$ cat src/rtl/eeprom_bm_pkg.sv
package eeprom_bm_pkg;

    typedef enum logic [3:0] {
        S_IDLE,
        S_WSETUP,
        S_WPULSE,
        S_WHOLD,
        S_BUSY_LO,
        S_BUSY_HI,
        S_PGAP,
        S_PREAD,
        S_RACC
    } bm_state_e;

endpackage

$ cat src/rtl/eeprom_bm_timer.sv
module eeprom_bm_timer #(
    parameter int W = 8
) (
    input  logic         clk,
    input  logic         rst_n,
    input  logic         load,
    input  logic [W-1:0] load_val,
    output logic         expired
);
    logic [W-1:0] cnt_d, cnt_q;

    always_comb begin
        cnt_d = cnt_q;
        if (load) begin
            cnt_d = load_val;
        end else if (cnt_q != '0) begin
            cnt_d = cnt_q - 1'b1;
        end
    end

    always_ff @(posedge clk) begin
        if (!rst_n) begin
            cnt_q <= '0;
        end else begin
            cnt_q <= cnt_d;
        end
    end

    assign expired = (cnt_q == '0);

endmodule

$ cat src/rtl/eeprom_byte_master.sv
module eeprom_byte_master
    import eeprom_bm_pkg::*;
#(
    parameter int AW           = 13,
    parameter int SETUP_CYC    = 2,
    parameter int WE_PULSE_CYC = 4,
    parameter int HOLD_CYC     = 1,
    parameter int ACC_CYC      = 3,
    parameter int GAP_CYC      = 1,
    parameter int TIMEOUT_CYC  = 131072
) (
    input  logic          clk,
    input  logic          rst_n,
    input  logic          req_valid,
    output logic          req_ready,
    input  logic          req_write,
    input  logic [AW-1:0] req_addr,
    input  logic [7:0]    req_data,
    input  logic          poll_mode,
    output logic          rsp_valid,
    output logic          rsp_timeout,
    output logic [7:0]    rsp_data,
    output logic [AW-1:0] mem_addr,
    output logic [7:0]    mem_dout,
    output logic          mem_drv,
    input  logic [7:0]    mem_din,
    output logic          mem_ce_n,
    output logic          mem_we_n,
    output logic          mem_oe_n,
    input  logic          mem_rdy
);
    localparam int PH_SUM = SETUP_CYC + WE_PULSE_CYC + HOLD_CYC + ACC_CYC + GAP_CYC;
    localparam int PH_W   = $clog2(PH_SUM + 1);
    localparam int TO_W   = $clog2(TIMEOUT_CYC + 1);

    typedef struct packed {
        bm_state_e     st;
        logic [AW-1:0] addr;
        logic [7:0]    data;
        logic          poll;
        logic          ce_n;
        logic          we_n;
        logic          oe_n;
        logic          drv;
        logic          rsp_valid;
        logic          rsp_to;
        logic [7:0]    rsp_data;
    } bm_regs_t;

    bm_regs_t r_d, r_q;

    logic            ph_load, ph_exp;
    logic [PH_W-1:0] ph_val;
    logic            to_load, to_exp;
    logic            fin, fin_to;
    logic [7:0]      fin_data;

    // Phase timer: a phase loaded with N-1 occupies N cycles.
    eeprom_bm_timer #(.W(PH_W)) u_phase (
        .clk      (clk),
        .rst_n    (rst_n),
        .load     (ph_load),
        .load_val (ph_val),
        .expired  (ph_exp)
    );

    // Completion window timer, started when the hold phase ends.
    eeprom_bm_timer #(.W(TO_W)) u_tmo (
        .clk      (clk),
        .rst_n    (rst_n),
        .load     (to_load),
        .load_val (TO_W'(TIMEOUT_CYC - 1)),
        .expired  (to_exp)
    );

    always_comb begin
        r_d           = r_q;
        r_d.rsp_valid = 1'b0;
        ph_load       = 1'b0;
        ph_val        = '0;
        to_load       = 1'b0;
        fin           = 1'b0;
        fin_to        = 1'b0;
        fin_data      = r_q.data;

        case (r_q.st)
            S_IDLE: begin
                if (req_valid) begin
                    r_d.addr = req_addr;
                    r_d.data = req_data;
                    r_d.poll = poll_mode;
                    r_d.ce_n = 1'b0;
                    ph_load  = 1'b1;
                    if (req_write) begin
                        r_d.st  = S_WSETUP;
                        r_d.drv = 1'b1;
                        ph_val  = PH_W'(SETUP_CYC - 1);
                    end else begin
                        r_d.st   = S_RACC;
                        r_d.oe_n = 1'b0;
                        ph_val   = PH_W'(ACC_CYC - 1);
                    end
                end
            end
            S_WSETUP: begin
                if (ph_exp) begin
                    r_d.st   = S_WPULSE;
                    r_d.we_n = 1'b0;
                    ph_load  = 1'b1;
                    ph_val   = PH_W'(WE_PULSE_CYC - 1);
                end
            end
            S_WPULSE: begin
                if (ph_exp) begin
                    r_d.st   = S_WHOLD;
                    r_d.we_n = 1'b1;
                    ph_load  = 1'b1;
                    ph_val   = PH_W'(HOLD_CYC - 1);
                end
            end
            S_WHOLD: begin
                if (ph_exp) begin
                    r_d.drv = 1'b0;
                    to_load = 1'b1;
                    if (r_q.poll) begin
                        r_d.st  = S_PGAP;
                        ph_load = 1'b1;
                        ph_val  = PH_W'(GAP_CYC - 1);
                    end else begin
                        r_d.st   = S_BUSY_LO;
                        r_d.ce_n = 1'b1;
                    end
                end
            end
            S_BUSY_LO: begin
                if (!mem_rdy) begin
                    r_d.st = S_BUSY_HI;
                end else if (to_exp) begin
                    fin    = 1'b1;
                    fin_to = 1'b1;
                end
            end
            S_BUSY_HI: begin
                if (mem_rdy) begin
                    fin = 1'b1;
                end else if (to_exp) begin
                    fin    = 1'b1;
                    fin_to = 1'b1;
                end
            end
            S_PGAP: begin
                if (to_exp) begin
                    fin    = 1'b1;
                    fin_to = 1'b1;
                end else if (ph_exp) begin
                    r_d.st   = S_PREAD;
                    r_d.oe_n = 1'b0;
                    ph_load  = 1'b1;
                    ph_val   = PH_W'(ACC_CYC - 1);
                end
            end
            S_PREAD: begin
                if (ph_exp) begin
                    r_d.oe_n = 1'b1;
                    if (mem_din[7] == r_q.data[7]) begin
                        fin      = 1'b1;
                        fin_data = mem_din;
                    end else if (to_exp) begin
                        fin    = 1'b1;
                        fin_to = 1'b1;
                    end else begin
                        r_d.st  = S_PGAP;
                        ph_load = 1'b1;
                        ph_val  = PH_W'(GAP_CYC - 1);
                    end
                end
            end
            S_RACC: begin
                if (ph_exp) begin
                    fin      = 1'b1;
                    fin_data = mem_din;
                end
            end
            default: r_d.st = S_IDLE;
        endcase

        if (fin) begin
            r_d.st        = S_IDLE;
            r_d.ce_n      = 1'b1;
            r_d.oe_n      = 1'b1;
            r_d.we_n      = 1'b1;
            r_d.drv       = 1'b0;
            r_d.rsp_valid = 1'b1;
            r_d.rsp_to    = fin_to;
            r_d.rsp_data  = fin_data;
        end
    end

    always_ff @(posedge clk) begin
        if (!rst_n) begin
            r_q           <= '0;
            r_q.st        <= S_IDLE;
            r_q.ce_n      <= 1'b1;
            r_q.we_n      <= 1'b1;
            r_q.oe_n      <= 1'b1;
        end else begin
            r_q <= r_d;
        end
    end

    assign req_ready   = (r_q.st == S_IDLE);
    assign rsp_valid   = r_q.rsp_valid;
    assign rsp_timeout = r_q.rsp_to;
    assign rsp_data    = r_q.rsp_data;
    assign mem_addr    = r_q.addr;
    assign mem_dout    = r_q.data;
    assign mem_drv     = r_q.drv;
    assign mem_ce_n    = r_q.ce_n;
    assign mem_we_n    = r_q.we_n;
    assign mem_oe_n    = r_q.oe_n;

endmodule

$ cat config.mk
export PLATFORM = sky130hd
export DESIGN_NAME = eeprom_byte_master
export DESIGN_NICKNAME = d
export VERILOG_FILES = /design/src/rtl/eeprom_bm_pkg.sv /design/src/rtl/eeprom_bm_timer.sv /design/src/rtl/eeprom_byte_master.sv
export SDC_FILE = /design/constraint.sdc
export NUM_CORES = 1
export LEC_CHECK = 0
export ABC_CLOCK_PERIOD_IN_PS = 3300
export BUFFER_PORTS_ARGS = -buffer_cell sky130_fd_sc_hd__buf_2
export CAP_MARGIN = 20
export CELL_PAD_IN_SITES_DETAIL_PLACEMENT = 1
export CELL_PAD_IN_SITES_GLOBAL_PLACEMENT = 1
export CORE_ASPECT_RATIO = 1.25
export CORE_MARGIN = 4
export CORE_UTILIZATION = 44
export DETAILED_ROUTE_END_ITERATION = 7
export GPL_TIMING_DRIVEN = 0
export PLACE_DENSITY = 0.86
export SETUP_SLACK_MARGIN = 0.1
export SLEW_MARGIN = 20
export SYNTH_ARGS = -nofsm -noshare
export SYNTH_HDL_FRONTEND = slang
export SYNTH_SLANG_ARGS = --single-unit
$ cat constraint.sdc
create_clock -name clk -period 3.3 [get_ports clk]
set_input_delay 0.165 -clock clk [delete_from_list [all_inputs] [get_ports clk]]
set_output_delay 0.165 -clock clk [all_outputs]
set_load 0.03 [all_outputs]
Yosys cells after proc, flatten, opt, wreduce, memory -nomap -nowiden
Cells that the tools add are included.

Mux-type cells: 60. Multipliers: 0. Reduce and logical (&&, ||, !) cells: 20. Shift-type cells: 0. Equal/unequal tests: 22. $add $sub $neg: 2. Magnitude comparators: 0. Div/mod/pow operators: 0. Bitwise logic cells: 2.

Operators with widths (number): two-way mux 4 bit (13); two-way mux 17 bit (2); one-hot mux 4 bit (8 select lines) (1); two-way mux 27 bit (1); two-way mux 1 bit (24); two-way mux 8 bit (3); != test 2 bit, second input constant (12); logical NOT 18 bit (1); nonzero test 18 bit (1); subtractor 18 x 1 -> 18 bit, second input constant (1); == test 4 x 3 -> 1 bit, second input constant (4); one-hot mux 8 bit (2 select lines) (1); two-way mux 2 bit (6); one-hot mux 4 bit (3 select lines) (1); AND reduction 11 bit (1); two-way mux 10 bit (1); one-hot mux 1 bit (5 select lines) (2); == test 4 x 2 -> 1 bit, second input constant (2); logical NOT 4 bit (2); AND reduction 4 bit (2); nonzero test 2 bit (4); OR reduction 2 bit (4); one-hot mux 1 bit (2 select lines) (3); AND reduction 6 bit (1); 12 further kinds (13).

Memories kept: 0. Bits in latches: 0. RAM bits: 0. Input port bits: 35. Word-level logic and storage cells: 120. Memory bits (read-only): 0. Output and inout bits: 36. Bits in registers: 62.

Longest topological paths before layout
Depth in word-level cells: 6. Gate-level depth with buffers: 10. Mapped depth without buffers: 7.

By module
From an unflattened synthesis, not the netlist that was laid out.

Cells, all modules: 408. Area, all modules: 3420.8 um^2.

By module, submodules not included: eeprom_byte_master (area an instance 2219.6 um^2, seq. area each 800.8 um^2, cells each 263, instances 1); eeprom_bm_timer (u_tmo) (area an instance 970.9 um^2, seq. area each 360.3 um^2, cells each 122, instances 1); eeprom_bm_timer (u_phase) (area an instance 230.2 um^2, seq. area each 80.1 um^2, cells each 23, instances 1).

Worst setup path before layout
Ideal clock, no wire load.

Path type: register to register. Start point: register r_q[37] (netlist bit). End point: register u_phase.cnt_q[1]. Path buffers: 1. Clock period less this slack: 2.235 ns. Setup slack: 1.065 ns. Cell stages (with the launch flop): 7. Required time: 3.180 ns. Library setup time: 0.120 ns. Arrival time: 2.115 ns. Cell sequence: dfxtp_1 clkbuf_1 nor4_2 nand2_1 nand2_1 o221ai_1 o31a_1.

Elaborated cells on any way between the ends: 11. Classes of those cells: eq/ne (5); mux (3); reduce/logical (3).

RTL lines: start, declared (RTL line eeprom_byte_master.sv:50) `bm_regs_t r_d, r_q;`; start signal, assigned (RTL line eeprom_byte_master.sv:207) `r_q <= r_d;`; logical NOT 4 bit (*); named net req_ready (RTL line eeprom_byte_master.sv:15) `output logic req_ready,`; one-hot mux 1 bit (5 select lines) or one-hot mux 4 bit (3 select lines) (tied branches) (RTL line eeprom_byte_master.sv:86) `case (r_q.st)`; two-way mux 4 bit or nonzero test 2 bit (tied branches); end signal, assigned (RTL line eeprom_bm_timer.sv:25) `cnt_q <= cnt_d;`; end, declared (RTL line eeprom_bm_timer.sv:10) `logic [W-1:0] cnt_d, cnt_q;`.

The timed path passes the listed nets; every way through them passes the cells marked *. A chain may end at the register's enable or synchronous reset.

Worst setup path after layout
Start point: register u_phase.cnt_q[0]. End point: register r_q[39] (netlist bit).

Word-level cells in the longest chain between the ends: 4. Elaborated cells on any way between the ends: 11. Classes of those cells: eq/ne (5); mux (3); reduce/logical (3).

RTL lines: logical NOT 4 bit (*) (RTL line eeprom_bm_timer.sv:29) `assign expired = (cnt_q == '0);`; two-way mux 1 bit, on equally long branches (RTL line eeprom_byte_master.sv:179, eeprom_byte_master.sv:163); one-hot mux 1 bit (5 select lines) (RTL line eeprom_byte_master.sv:86); OR reduction 2 bit (no source line).

Every way passes the cells marked *; elsewhere a longest branch is shown, timed or not.

==> run_summary.xml <==
<?xml version="1.0" encoding="UTF-8"?>
<metrics>
  <group name="setup_path">
    <metric name="path_max_fanout" unit="">10</metric>
    <metric name="timing.critical_path.from" unit="">u_phase.cnt_q[0]</metric>
    <metric name="reg2reg_from" unit="">u_phase.cnt_q[0]</metric>
    <metric name="startpoint_type" unit="">flop</metric>
    <metric name="timing.critical_path.to" unit="">r_q[39]</metric>
    <metric name="path_class" unit="">flop to flop</metric>
    <metric name="r2r.worst_path.cells" unit="">9</metric>
    <metric name="worstReg2RegEnd" unit="">r_q[39]</metric>
    <metric name="timing.reg2reg.setup_slack" unit="ns">0.74</metric>
    <metric name="worst-endpoint-required" unit="ns">3.53</metric>
    <metric name="critical_path_arrival" unit="ns">2.79</metric>
    <metric name="timing.critical_path.to_type" unit="">flop</metric>
  </group>
  <group name="floorplanning">
    <metric name="dieArea" unit="sq um">9040</metric>
    <metric name="placeableCoreArea" unit="sq um">7360</metric>
    <metric name="die_width" unit="um">85.9</metric>
    <metric name="chipHeight" unit="um">105</metric>
    <metric name="design.portCount" unit="">71</metric>
    <metric name="initial_utilization" unit="%">45.3</metric>
    <metric name="rows" unit="">35</metric>
  </group>
  <group name="global_route">
    <metric name="grt_util_all_layers" unit="%">22.7</metric>
    <metric name="grt_max_degree" unit="">12</metric>
    <metric name="grt-ovfl-total" unit="">0</metric>
    <metric name="number_of_global_route_vias_before_repair" unit="">3352</metric>
    <metric name="grt_antenna_before_repair" unit="">0</metric>
    <metric name="wire_length_of_the_first_global_routing_pass" unit="mm">16.4</metric>
  </group>
  <group name="route">
    <metric name="detail_route.wl_per_cell" unit="um">17.3</metric>
    <metric name="first_iter_violations" unit="">124</metric>
    <metric name="routed_wirelength" unit="mm">9.82</metric>
    <metric name="total_vias_in_the_final_route" unit="">3132</metric>
    <metric name="via_per_inst" unit="">5.53</metric>
    <metric name="detail_route.first_pass.iterations" unit="">4</metric>
    <metric name="number_of_nets_with_antenna_violations_after_detailed_routing" unit="">0</metric>
    <metric name="post-route-drc-count" unit="">0</metric>
  </group>
  <group name="sta">
    <metric name="final-hold-violation-count" unit="">0</metric>
    <metric name="setup-violations-final" unit="">0</metric>
    <metric name="achievable-frequency" unit="MHz">391</metric>
    <metric name="maxSlewViolCount" unit="">0</metric>
    <metric name="post-route-min-period" unit="ns">2.56</metric>
    <metric name="skew" unit="ns">0.0142</metric>
    <metric name="setup_repair_after_global_routing_missed_its_margin" unit="">false</metric>
    <metric name="slew_at_the_pin_closest_to_its_max_slew_limit" unit="ns">0.929</metric>
    <metric name="finalSetupTns" unit="ns">0</metric>
    <metric name="max_slew_margin" unit="%">37.9</metric>
    <metric name="final_period_utilization" unit="%">77.5</metric>
  </group>
  <group name="synth">
    <metric name="synth_edf_count" unit="">0</metric>
    <metric name="async_reset_ff_share" unit="%">0</metric>
    <metric name="synth.avg_cell_area" unit="sq um">8.59</metric>
    <metric name="number_of_instances_in_the_synthesized_netlist" unit="">388</metric>
    <metric name="sequential_area_share_after_synthesis" unit="%">37.2</metric>
    <metric name="yosys_reg_bits" unit="">62</metric>
    <metric name="synthesis.yosys.warnings" unit="">0</metric>
    <metric name="unique_masters_post_synth" unit="">65</metric>
    <metric name="synth_ff_type" unit="">sky130_fd_sc_hd__dfxtp_1</metric>
    <metric name="mappedNetlistNets" unit="">428</metric>
    <metric name="post_synth_instance_area" unit="sq um">3330</metric>
  </group>
  <group name="power_and_ir_drop">
    <metric name="combPwrFrac" unit="%">48.4</metric>
    <metric name="power.share.sequential" unit="%">31.5</metric>
    <metric name="design_power_total" unit="uW">3340</metric>
    <metric name="power_per_cell_area" unit="nW/um^2">837</metric>
    <metric name="ir_worst_vdd" unit="mV">0.356</metric>
    <metric name="power_frac_clock" unit="%">20.1</metric>
    <metric name="switchingPower" unit="uW">1440</metric>
    <metric name="p_leak" unit="uW">0.00167</metric>
    <metric name="proportion_of_total_power_due_to_net_switching" unit="%">43.1</metric>
    <metric name="internal_power_summed_over_all_cells" unit="uW">1900</metric>
  </group>
  <group name="finish">
    <metric name="finalNetCount" unit="">509</metric>
    <metric name="number_of_antenna_repair_diodes" unit="">0</metric>
    <metric name="layout.cells.most_common_list" unit="">sky130_fd_sc_hd__buf_2, sky130_fd_sc_hd__dfxtp_1, sky130_fd_sc_hd__nand2_1</metric>
    <metric name="drive_gt1_share" unit="%">31.2</metric>
    <metric name="num-fill-cells" unit="">935</metric>
    <metric name="syn_to_final_growth" unit="%">19.7</metric>
    <metric name="layout.cells.most_common" unit="">sky130_fd_sc_hd__buf_2</metric>
    <metric name="final_core_utilization" unit="%">54.3</metric>
  </group>
  <group name="cts">
    <metric name="clock-root-buffer" unit="">sky130_fd_sc_hd__clkbuf_8</metric>
    <metric name="tritoncts" unit="">built</metric>
    <metric name="buffers_from_clock_root_to_sink_at_most" unit="">2</metric>
    <metric name="clock_insertion_delay_worst_skew" unit="ns">0.34</metric>
    <metric name="cts_inserted_buffers" unit="">9</metric>
    <metric name="cts.hold.buffers_added" unit="">0</metric>
    <metric name="cts_repair_resize_count" unit="">0</metric>
    <metric name="cts.reportedPaths.clkPinSlew" unit="ns">0.08</metric>
    <metric name="h-tree-depth" unit="">3</metric>
    <metric name="post_cts_buffers" unit="">0</metric>
    <metric name="cts_sinks" unit="">62</metric>
  </group>
  <group name="placement">
    <metric name="detailedPlacementHpwl" unit="mm">7.16</metric>
    <metric name="port_buffers" unit="">70</metric>
    <metric name="globalplace.congestion" unit="">0.886</metric>
  </group>
  <group name="run_status">
    <metric name="run_status" unit="">complete, no violations</metric>
  </group>
  <group name="flow_run">
    <metric name="max_cap_violation_count" unit="">0</metric>
  </group>
  <group name="worst_hold_path">
    <metric name="hold_path.class" unit="">input port to flop</metric>
  </group>
</metrics>
==> registers in the layout, indices dropped and copies added (netlist names) <==
| name | count |
|---|---|
| mem_addr | 13 |
| mem_ce_n | 1 |
| mem_dout | 8 |
| mem_drv | 1 |
| mem_oe_n | 1 |
| mem_we_n | 1 |
| r_q | 5 |
| rsp_data | 8 |
| rsp_timeout | 1 |
| rsp_valid | 1 |
| u_phase.cnt_q | 4 |
| u_tmo.cnt_q | 18 |
==> through the flow <==
| stage | setup WS (ns) | hold slack (ns) | area, sq um | std cells |
|---|---|---|---|---|
| floorplan | 1.06 | 0.301 | 3330 | 388 |
| global placement | 0.836 | 0.405 | 3800 | 550 |
| detailed placement | 0.815 | 0.415 | 3800 | 550 |
| CTS | 0.775 | 0.0498 | 3990 | 566 |
| global route | 0.606 | 0.0588 | 3990 | 566 |
| finish | 0.741 | 0.0561 | 3990 | 566 |
==> critical path, cell delays in order (launching register included) <==
cell and delay (ns):
sky130_fd_sc_hd__dfxtp_1 0.33, sky130_fd_sc_hd__inv_1 0.12, sky130_fd_sc_hd__ha_1 0.20, sky130_fd_sc_hd__nor3b_1 0.77
sky130_fd_sc_hd__a22o_1 0.30, sky130_fd_sc_hd__buf_6 0.17, sky130_fd_sc_hd__a31o_1 0.14, sky130_fd_sc_hd__buf_4 0.19
sky130_fd_sc_hd__nor2_2 0.11, sky130_fd_sc_hd__o211a_1 0.13
==> per-layer routing <==
metal  routed length, um  global-route usage, %  up-vias
met3                 530                   5.79       17
met5                   0                      0        -
met1                3930                   25.7     1517
met4                 193                   7.47        0
met2                5170                   40.7       84
li1                    -                      -     1514
==> logic make-up (layout without fill, tap and decap cells) <==
kind of cell	after synthesis	in the layout	synth area share, %
muxes	9	9	2.74
adders and majority gates	5	5	1.88
and+or+nand+nor	137	137	23.5
DFF	62	62	37.2
AOI/OAI and AO/OA	101	101	19.8
buffers and inverters	61	147	11.4
xor gates and xnor gates	13	13	3.41
==> how the worst min path moves through the flow <==
stage / from / end / cells after the start
after floorplan: req_addr[0] / mem_addr[0] / 2
after global placement: req_data[6] / mem_dout[6] / 3
after detailed placement: req_addr[9] / mem_addr[9] / 3
after CTS: req_addr[3] / mem_addr[3] / 3
after global routing: req_data[7] / mem_dout[7] / 3
final: req_addr[8] / mem_addr[8] / 3
==> power by group through the flow <==
stage | clock network [uW] | logic, uW | registers, uW
finish | 671 | 1620 | 1050
global route | 717 | 1780 | 1080
CTS | 678 | 1620 | 1050
detailed placement | 0 | 1590 | 1070
global placement | 0 | 1530 | 1060
floorplan | 0 | 1210 | 1050
==> cell usage after synthesis (all sizes together) (3+ instances only) <==
master | instances | area, sq um
a211oi | 5 | 37.5
inv | 7 | 26.3
xnor2 | 13 | 114
o31ai | 8 | 60.1
mux2i | 8 | 80.1
nor4 | 9 | 108
nand4 | 4 | 25.0
o21a | 3 | 22.5
a21oi | 49 | 275
clkbuf | 15 | 56.3
nand3 | 7 | 35.0
or2 | 3 | 21.3
a31oi | 6 | 37.5
dfxtp | 62 | 1240
nor2 | 15 | 68.8
ha | 5 | 62.6
nor3 | 11 | 55.1
o21ai | 14 | 77.6
nand2 | 62 | 235
nand2b | 3 | 18.8
buf | 38 | 295
==> cell type report <==
type	instances	area, sq um	share of cell area (%)
plain buffers	53	352	8.81
clock buffers	11	131	3.29
clock inverters	5	60.1	1.50
inverters	8	30.0	0.752
multi-input cells	265	1710	42.9
flip-flops and latches	62	1240	31.1
well taps	92	115	2.88
repair buffers	70	350	8.78
Note: power is estimated with default switching activity, not from simulation.
